--- src/rtl/sx_pkg.sv ---
package sx_pkg;
  localparam int unsigned SYNC_STAGES = 2;
  localparam int unsigned DEF_WIDTH   = 24;

  function automatic int unsigned cnt_bits(input int unsigned n);
    return $clog2(n + 1);
  endfunction
endpackage

--- src/rtl/sx_sync.sv ---
module sx_sync #(
  parameter int unsigned N      = 1,
  parameter int unsigned STAGES = 2,
  parameter logic [N-1:0] RST_VAL = '0
) (
  input  logic         clk,
  input  logic         rst,
  input  logic [N-1:0] d,
  output logic [N-1:0] q
);
  logic [N-1:0] stage [STAGES];

  genvar i;
  generate
    for (i = 0; i < STAGES; i++) begin : g_stage
      always_ff @(posedge clk) begin
        if (rst) stage[i] <= RST_VAL;
        else if (i == 0) stage[i] <= d;
        else stage[i] <= stage[(i == 0) ? 0 : i - 1];
      end
    end
  endgenerate

  assign q = stage[STAGES-1];
endmodule

--- src/rtl/sx_tx.sv ---
module sx_tx #(
  parameter int unsigned W = 24
) (
  input  logic         clk,
  input  logic         rst,
  input  logic         load,
  input  logic         shift,
  input  logic [W-1:0] cap,
  output logic         msb
);
  logic [W-1:0] sh;

  always_ff @(posedge clk) begin
    if (rst)        sh <= '0;
    else if (load)  sh <= cap;
    else if (shift) sh <= {sh[W-2:0], 1'b0};
  end

  assign msb = sh[W-1];
endmodule

--- src/rtl/sx_rx.sv ---
module sx_rx #(
  parameter int unsigned W  = 24,
  parameter int unsigned CW = 5
) (
  input  logic          clk,
  input  logic          rst,
  input  logic          start,
  input  logic          rise,
  input  logic          sdi,
  output logic [W-1:0]  data,
  output logic [CW-1:0] cnt,
  output logic          over
);
  localparam logic [CW-1:0] LAST = CW'(W);

  always_ff @(posedge clk) begin
    if (rst) begin
      data <= '1;
      cnt  <= '0;
      over <= 1'b0;
    end else if (start) begin
      cnt  <= '0;
      over <= 1'b0;
    end else if (rise) begin
      if (cnt == LAST) begin
        over <= 1'b1;
      end else begin
        data <= {data[W-2:0], sdi};
        cnt  <= cnt + 1'b1;
      end
    end
  end
endmodule

--- src/rtl/sx_expander.sv ---
module sx_expander
  import sx_pkg::*;
#(
  parameter int unsigned W  = DEF_WIDTH,
  parameter int unsigned SS = SYNC_STAGES
) (
  input  logic         clk,
  input  logic         rst,
  input  logic         cs_n,
  input  logic         sclk,
  input  logic         sdi,
  input  logic         rel_n,
  input  logic [W-1:0] pin_ext,
  output logic         sdo,
  output logic         sdo_en,
  output logic [W-1:0] pin_drive_low
);
  localparam int unsigned CW = cnt_bits(W);

  logic [3:0]   ctl_s;
  logic [W-1:0] pin_s;
  logic         rel_s, cs_s, sclk_s, sdi_s;
  logic         cs_d, sclk_d;
  logic         cs_low, cs_fall, cs_rise, clk_rise, clk_fall;
  logic [W-1:0] latch, rx_data, cap;
  logic [CW-1:0] rx_cnt;
  logic         rx_over, tx_msb, en_q;

  sx_sync #(.N(4), .STAGES(SS), .RST_VAL(4'b1100)) u_ctl_sync (
    .clk(clk), .rst(rst), .d({rel_n, cs_n, sclk, sdi}), .q(ctl_s)
  );
  sx_sync #(.N(W), .STAGES(SS), .RST_VAL('0)) u_pin_sync (
    .clk(clk), .rst(rst), .d(pin_ext), .q(pin_s)
  );

  assign {rel_s, cs_s, sclk_s, sdi_s} = ctl_s;

  always_ff @(posedge clk) begin
    if (rst) begin
      cs_d   <= 1'b1;
      sclk_d <= 1'b0;
    end else begin
      cs_d   <= cs_s;
      sclk_d <= sclk_s;
    end
  end

  assign cs_low   = ~cs_s;
  assign cs_fall  = cs_d & ~cs_s;
  assign cs_rise  = ~cs_d & cs_s;
  assign clk_rise = ~sclk_d & sclk_s & cs_low;
  assign clk_fall = sclk_d & ~sclk_s & cs_low;
  assign cap      = pin_s & latch;

  sx_tx #(.W(W)) u_tx (
    .clk(clk), .rst(rst), .load(cs_fall),
    .shift(clk_fall & ~rx_over), .cap(cap), .msb(tx_msb)
  );

  sx_rx #(.W(W), .CW(CW)) u_rx (
    .clk(clk), .rst(rst), .start(cs_fall), .rise(clk_rise), .sdi(sdi_s),
    .data(rx_data), .cnt(rx_cnt), .over(rx_over)
  );

  always_ff @(posedge clk) begin
    if (rst)          latch <= '1;
    else if (!rel_s)  latch <= '1;
    else if (cs_rise) latch <= rx_data;
  end

  always_ff @(posedge clk) begin
    if (rst) en_q <= 1'b0;
    else     en_q <= rel_s & cs_low & ~rx_over;
  end

  assign sdo           = tx_msb;
  assign sdo_en        = en_q;
  assign pin_drive_low = ~latch;
endmodule

--- config.mk ---
export PLATFORM = sky130hd
export DESIGN_NAME = sx_expander
export DESIGN_NICKNAME = d
export VERILOG_FILES = /design/src/rtl/sx_pkg.sv /design/src/rtl/sx_sync.sv /design/src/rtl/sx_tx.sv /design/src/rtl/sx_rx.sv /design/src/rtl/sx_expander.sv
export SDC_FILE = /design/constraint.sdc
export NUM_CORES = 1
export LEC_CHECK = 0
export BUFFER_PORTS_ARGS = -buffer_cell sky130_fd_sc_hd__buf_2
export CORE_UTILIZATION = 61
export CTS_CLUSTER_DIAMETER = 60
export DETAILED_ROUTE_END_ITERATION = 16
export HOLD_SLACK_MARGIN = 0.02
export PLACE_DENSITY = 0.83
export SYNTH_ARGS = -nofsm -noshare
export SYNTH_HDL_FRONTEND = slang
export SYNTH_SLANG_ARGS = --single-unit
export TNS_END_PERCENT = 50
--- constraint.sdc ---
create_clock -name clk -period 5 [get_ports clk]
set_input_delay 0.25 -clock clk [delete_from_list [all_inputs] [get_ports clk]]
set_output_delay 0.25 -clock clk [all_outputs]
set_load 0.01 [all_outputs]
-- Word level (Yosys, flattened, before mapping)
Memories as Yosys holds them, arrays and structs flattened.
Cells that the tools add are included.
W data, S select, Z words.
- register bits after elaboration: 81
- bits in writable memories: 56
- bits of input ports: 30
- output and inout port bits: 26
- memories kept: 2
- add/sub/neg operators: 1
- equality and inequality tests: 1
- multiplexer cells: 9
- bitwise operators: 23
- reductions and logical operators: 6
- memory list (memory ; words ; bits a word ; read ports ; clocked after Yosys merged registers in ; wr ports ; RTL line ; text):
    u_pin_sync.stage ; 2 ; 24 ; 2 ; 0 ; 2 ; sx_sync.sv:11 ; logic [N-1:0] stage [STAGES];
    u_ctl_sync.stage ; 2 ; 4 ; 2 ; 0 ; 2 ; sx_sync.sv:11 ;
- operator list (operator ; number):
    $mux W24 ; 4
    $and A24 B24 Y24 ; 1
    $not A24 Y24 ; 1
    $and A1 B1 Y1 ; 9
    $mux W4 ; 2
    $not A1 Y1 ; 8
    $add A5 B1 Y5 const B ; 1
    $eq A5 B5 Y1 const B ; 1
    $or A1 B1 Y1 ; 4
    $reduce_and A2 Y1 ; 2
    $reduce_or A2 Y1 ; 2
    $mux W1 ; 3
    $reduce_and A3 Y1 ; 1
    $reduce_bool A2 Y1 ; 1

-- Logic depth before layout (Yosys ltp)
- depth in word-level cells: 6
- gate-level depth with buffers: 6

-- By module
Synthesis repeated with hierarchy kept, for this count alone.
- cell total of the unflattened synthesis: 477
- area, all modules: 5208.7 um2
- modules (own cells, without submodules) (module ; instances ; cells an instance ; area an instance (um2) ; seq. area each (um2)):
    sx_expander ; 1 ; 142 ; 1375.1 ; 540.5
    sx_sync (u_pin_sync) ; 1 ; 101 ; 1305.0 ; 960.9
    sx_rx ; 1 ; 112 ; 1172.4 ; 600.6
    sx_tx ; 1 ; 106 ; 1146.1 ; 480.5
    sx_sync (u_ctl_sync) ; 1 ; 16 ; 210.2 ; 160.2

-- Worst setup path before layout
Ideal clock, no wire load.
- path kind: register to register
- start point: memory u_ctl_sync.stage[8][2] (netlist: u_ctl_sync.stage[1][2])
- end point: register u_tx.sh[14]
- setup time: 0.133 ns
- arrival: 1.473 ns
- path slack: 3.394 ns
- stages on the path, launching flop included: 6
- cells stage by stage: dfxtp_1 > or4b_2 > clkbuf_1 > buf_2 > nor3_1 > nor4_1
- RTL lines (element ; RTL line ; text):
    start, declared ; sx_sync.sv:11 ;
    end signal, assigned ; sx_tx.sv:15 ; else if (load) sh <= cap;
    end signal, assigned ; sx_tx.sv:16 ; else if (shift) sh <= {sh[W-2:0], 1'b0};
    end, declared ; sx_tx.sv:11 ; logic [W-1:0] sh;

==> impl_results.md <==
* Status: complete, no violations
* Post_cts resized at 0
* Most common flop cell mapped by yosys: dfxtp_1
* Die span in y at 90.0 um
* Worst IR Drop VDD at 0.334 mV
* Setup Crit Path Kind: reg2reg
* Initial antenna violation count at 0
* Max Clk Rate at 473 MHz
* Synthesis-stage register bit count at 137
* Synth warn at 0
* Vias in the first global route at 3525
* CP Capture Type: register
* R2R Setup Slk at 2890 ps
* CTS tree: built
* Final #Nets at 584
* Die width at 90.0 um
* Min setup slack post-route at 2890 ps
* Synth area leader: dfxtp_1
* Place WS at 2930 ps
* Clk Latency, worst-skew pair at 520 ps
* Port Buf Inserts at 55
* Crit Reg-Reg Startpoint: u_ctl_sync.stage[1][2]
* Synth cell types at 30
* Sinks on the clock net at 137
* Io pins at 56
* Die Area at 8110 um2
* RR Endpoint: u_tx.sh[8]
* Post-CTS setup buffers at 0
* Post-Syn Area at 4730 um2
* Fin util at 79.1%
* Routed len/inst at 13.9 um
* Yosys top cell area share at 58.0%
* Starting Density at 64.2%
* Placed insts at 604
* Minimum clock period at 2110 ps
* Sequential fraction of the synthesis area at 58.0%
* Largest net degree at the start of global routing at 116
* Routed wire length at 9210 um
* Clock Path Buffers at 2
* Worst endpoint required time at 5400 ps
* CP arrival at 2510 ps
* Final Skew at 15.0 ps
* Max-cap viol count at 0
* Share of layout cells above drive strength 1 at 17.7%
* Cells after synthesis at 485
* Area grow syn2layout at 23.3%
* Reg2reg path depth at 3
* RSZ-0062 raised after global routing: false
* Final setup vio count at 0
* Slew @ Worst Pin at 1270 ps
* Slowest stage delay, CP at 1100 ps
* Number of synthesized flops with an enable pin at 0
* Clk slew on worst S/H paths at 60 ps
* Total number of vias at 3546
* P_leak at 0.00245 uW
* Non-Filler Instances at 664
* Hold Crit Class: in2reg
* Htree depth at 4
* Antenna Nets Post-Route at 0
* Final hold violation count at 0
* Cts-stage hold buffer count at 28
* Initial drt markers at 163
* Top cells by area, synth: dfxtp_1 58%, nor2b_1 7.4%, mux2i_1 5.5%
* Clk root buf: clkbuf_8
* Final max-slew violation count at 0
* Slowest stage cell, crit path: nor4b_4
* Final worst-path cycle share at 42.3%
* 1st-pass router iterations at 4
* Slew Limit Headroom at 15.3%
* CP endpoint: u_tx.sh[8]
* Syn Nets at 517
* Residual DRC at 0
* Pwr/cell area at 409 nW/um2
* Total CTS buffers at 17
* CP Cell Sequence: nor4b_4 -> nor3_1 -> nor4_1
* Total grt overflow at 0
* Row count at 31
* GPL Wtd Cong at 0.715
* Global Route Usage Sum at 24.3%
* Setup TNS at 0 ps
* Crit start category: register
* Vias per cell at 5.34
* Commonest cells post-synth: 137 x dfxtp_1, 56 x nor2b_1, 49 x nor3_1
* Most frequent cell after synthesis: dfxtp_1
* Post-synthesis average cell area at 9.75 um2
* Antenna fix cells at 0
* Asr flop ratio synth at 0%
* CP startpoint: u_ctl_sync.stage[1][2]
* Crit path max fanout at 23
* Core Box Area at 7370 um2
* First-pass GRT wire length at 15500 um
* Hpwl dp at 5030 um
[how the worst min path moves through the flow]
stage | startpoint | endpoint | slack (ps) | depth (start not counted)
CTS | rst | sclk_d | 400 | 2
detailed placement | u_ctl_sync.stage[0][3] | u_ctl_sync.stage[1][3] | 400 | 1
global placement | u_ctl_sync.stage[0][2] | u_ctl_sync.stage[1][2] | 400 | 1
floorplan | cs_n | u_ctl_sync.stage[0][2] | 350 | 1
finish | rst | u_ctl_sync.stage[1][1] | 410 | 2
global route | u_ctl_sync.stage[0][3] | u_ctl_sync.stage[1][3] | 420 | 1
[layer usage]
layer	global-route usage, %	up-vias	wire length, um
met1	28.1	1661	4120
met5	0	-	0
met2	41.0	93	4620
met3	5.84	7	391
li1	-	1785	-
met4	14.5	0	73
[layout make-up]
cell class	instances	area, um2
Clock buffer	18	418
Clock inverter	14	124
Fill cell	468	1540
Inverter	28	105
Multi-Input combinational cell	283	1740
Sequential cell	137	2740
Tap cell	99	124
Timing Repair Buffer	85	573
[per-stage QoR]
stage / hold slack, ps / cell area, um2 / power (uW)
2_1_floorplan: 354 / 4730 / 1230
3_3_place_gp: 400 / 5010 / 1260
3_5_place_dp: 401 / 5010 / 1270
4_1_cts: 400 / 5830 / 2400
5_1_grt: 423 / 5830 / 2470
6_report: 412 / 5830 / 2380
[report_power, final]
group | switching (uW) | internal (uW)
logic | 58.2 | 57.5
registers | 16.3 | 1130
clock network | 462 | 661
total | 537 | 1850
[state kept, by name, indices dropped and copies added (netlist names)]
register	count
u_rx.cnt	5
cs_d	1
u_pin_sync.stage	48
sdo_en	1
u_tx.sh	24
sclk_d	1
u_rx.data	24
u_rx.over	1
u_ctl_sync.stage	8
latch	24
[cell usage in the layout, fill, tap and decap left out, drive strengths merged, types with 2 or more instances in the layout]
cell type    instances
nand3                6
or2                  5
dlygate4sd3         28
nor3                50
o21ai                2
nand2               24
clkinv               5
nor2b               56
dfxtp              137
o211ai              24
mux2i               26
inv                 32
nor3b                2
clkinvlp             4
nor4                23
a21oi               25
clkbuf              18
ha                   2
nor2                26
or3                  2
a211oi               2
buf                 57
[critical path: cells and delay by family, from the launching register on]
| family | cells | cell delay, ps |
|---|---|---|
| simple gates | 3 | 1570 |
| flops | 1 | 420 |
[kinds of logic after synthesis]
family / share of synthesized area (%)
and+or+nand+nor: 23.2
DFF: 58.0
AOI/OAI and AO/OA: 6.99
adders and majority gates: 0.529
buffers and inverters: 5.56
muxes: 5.74
Power figures use the tool's default switching activity.
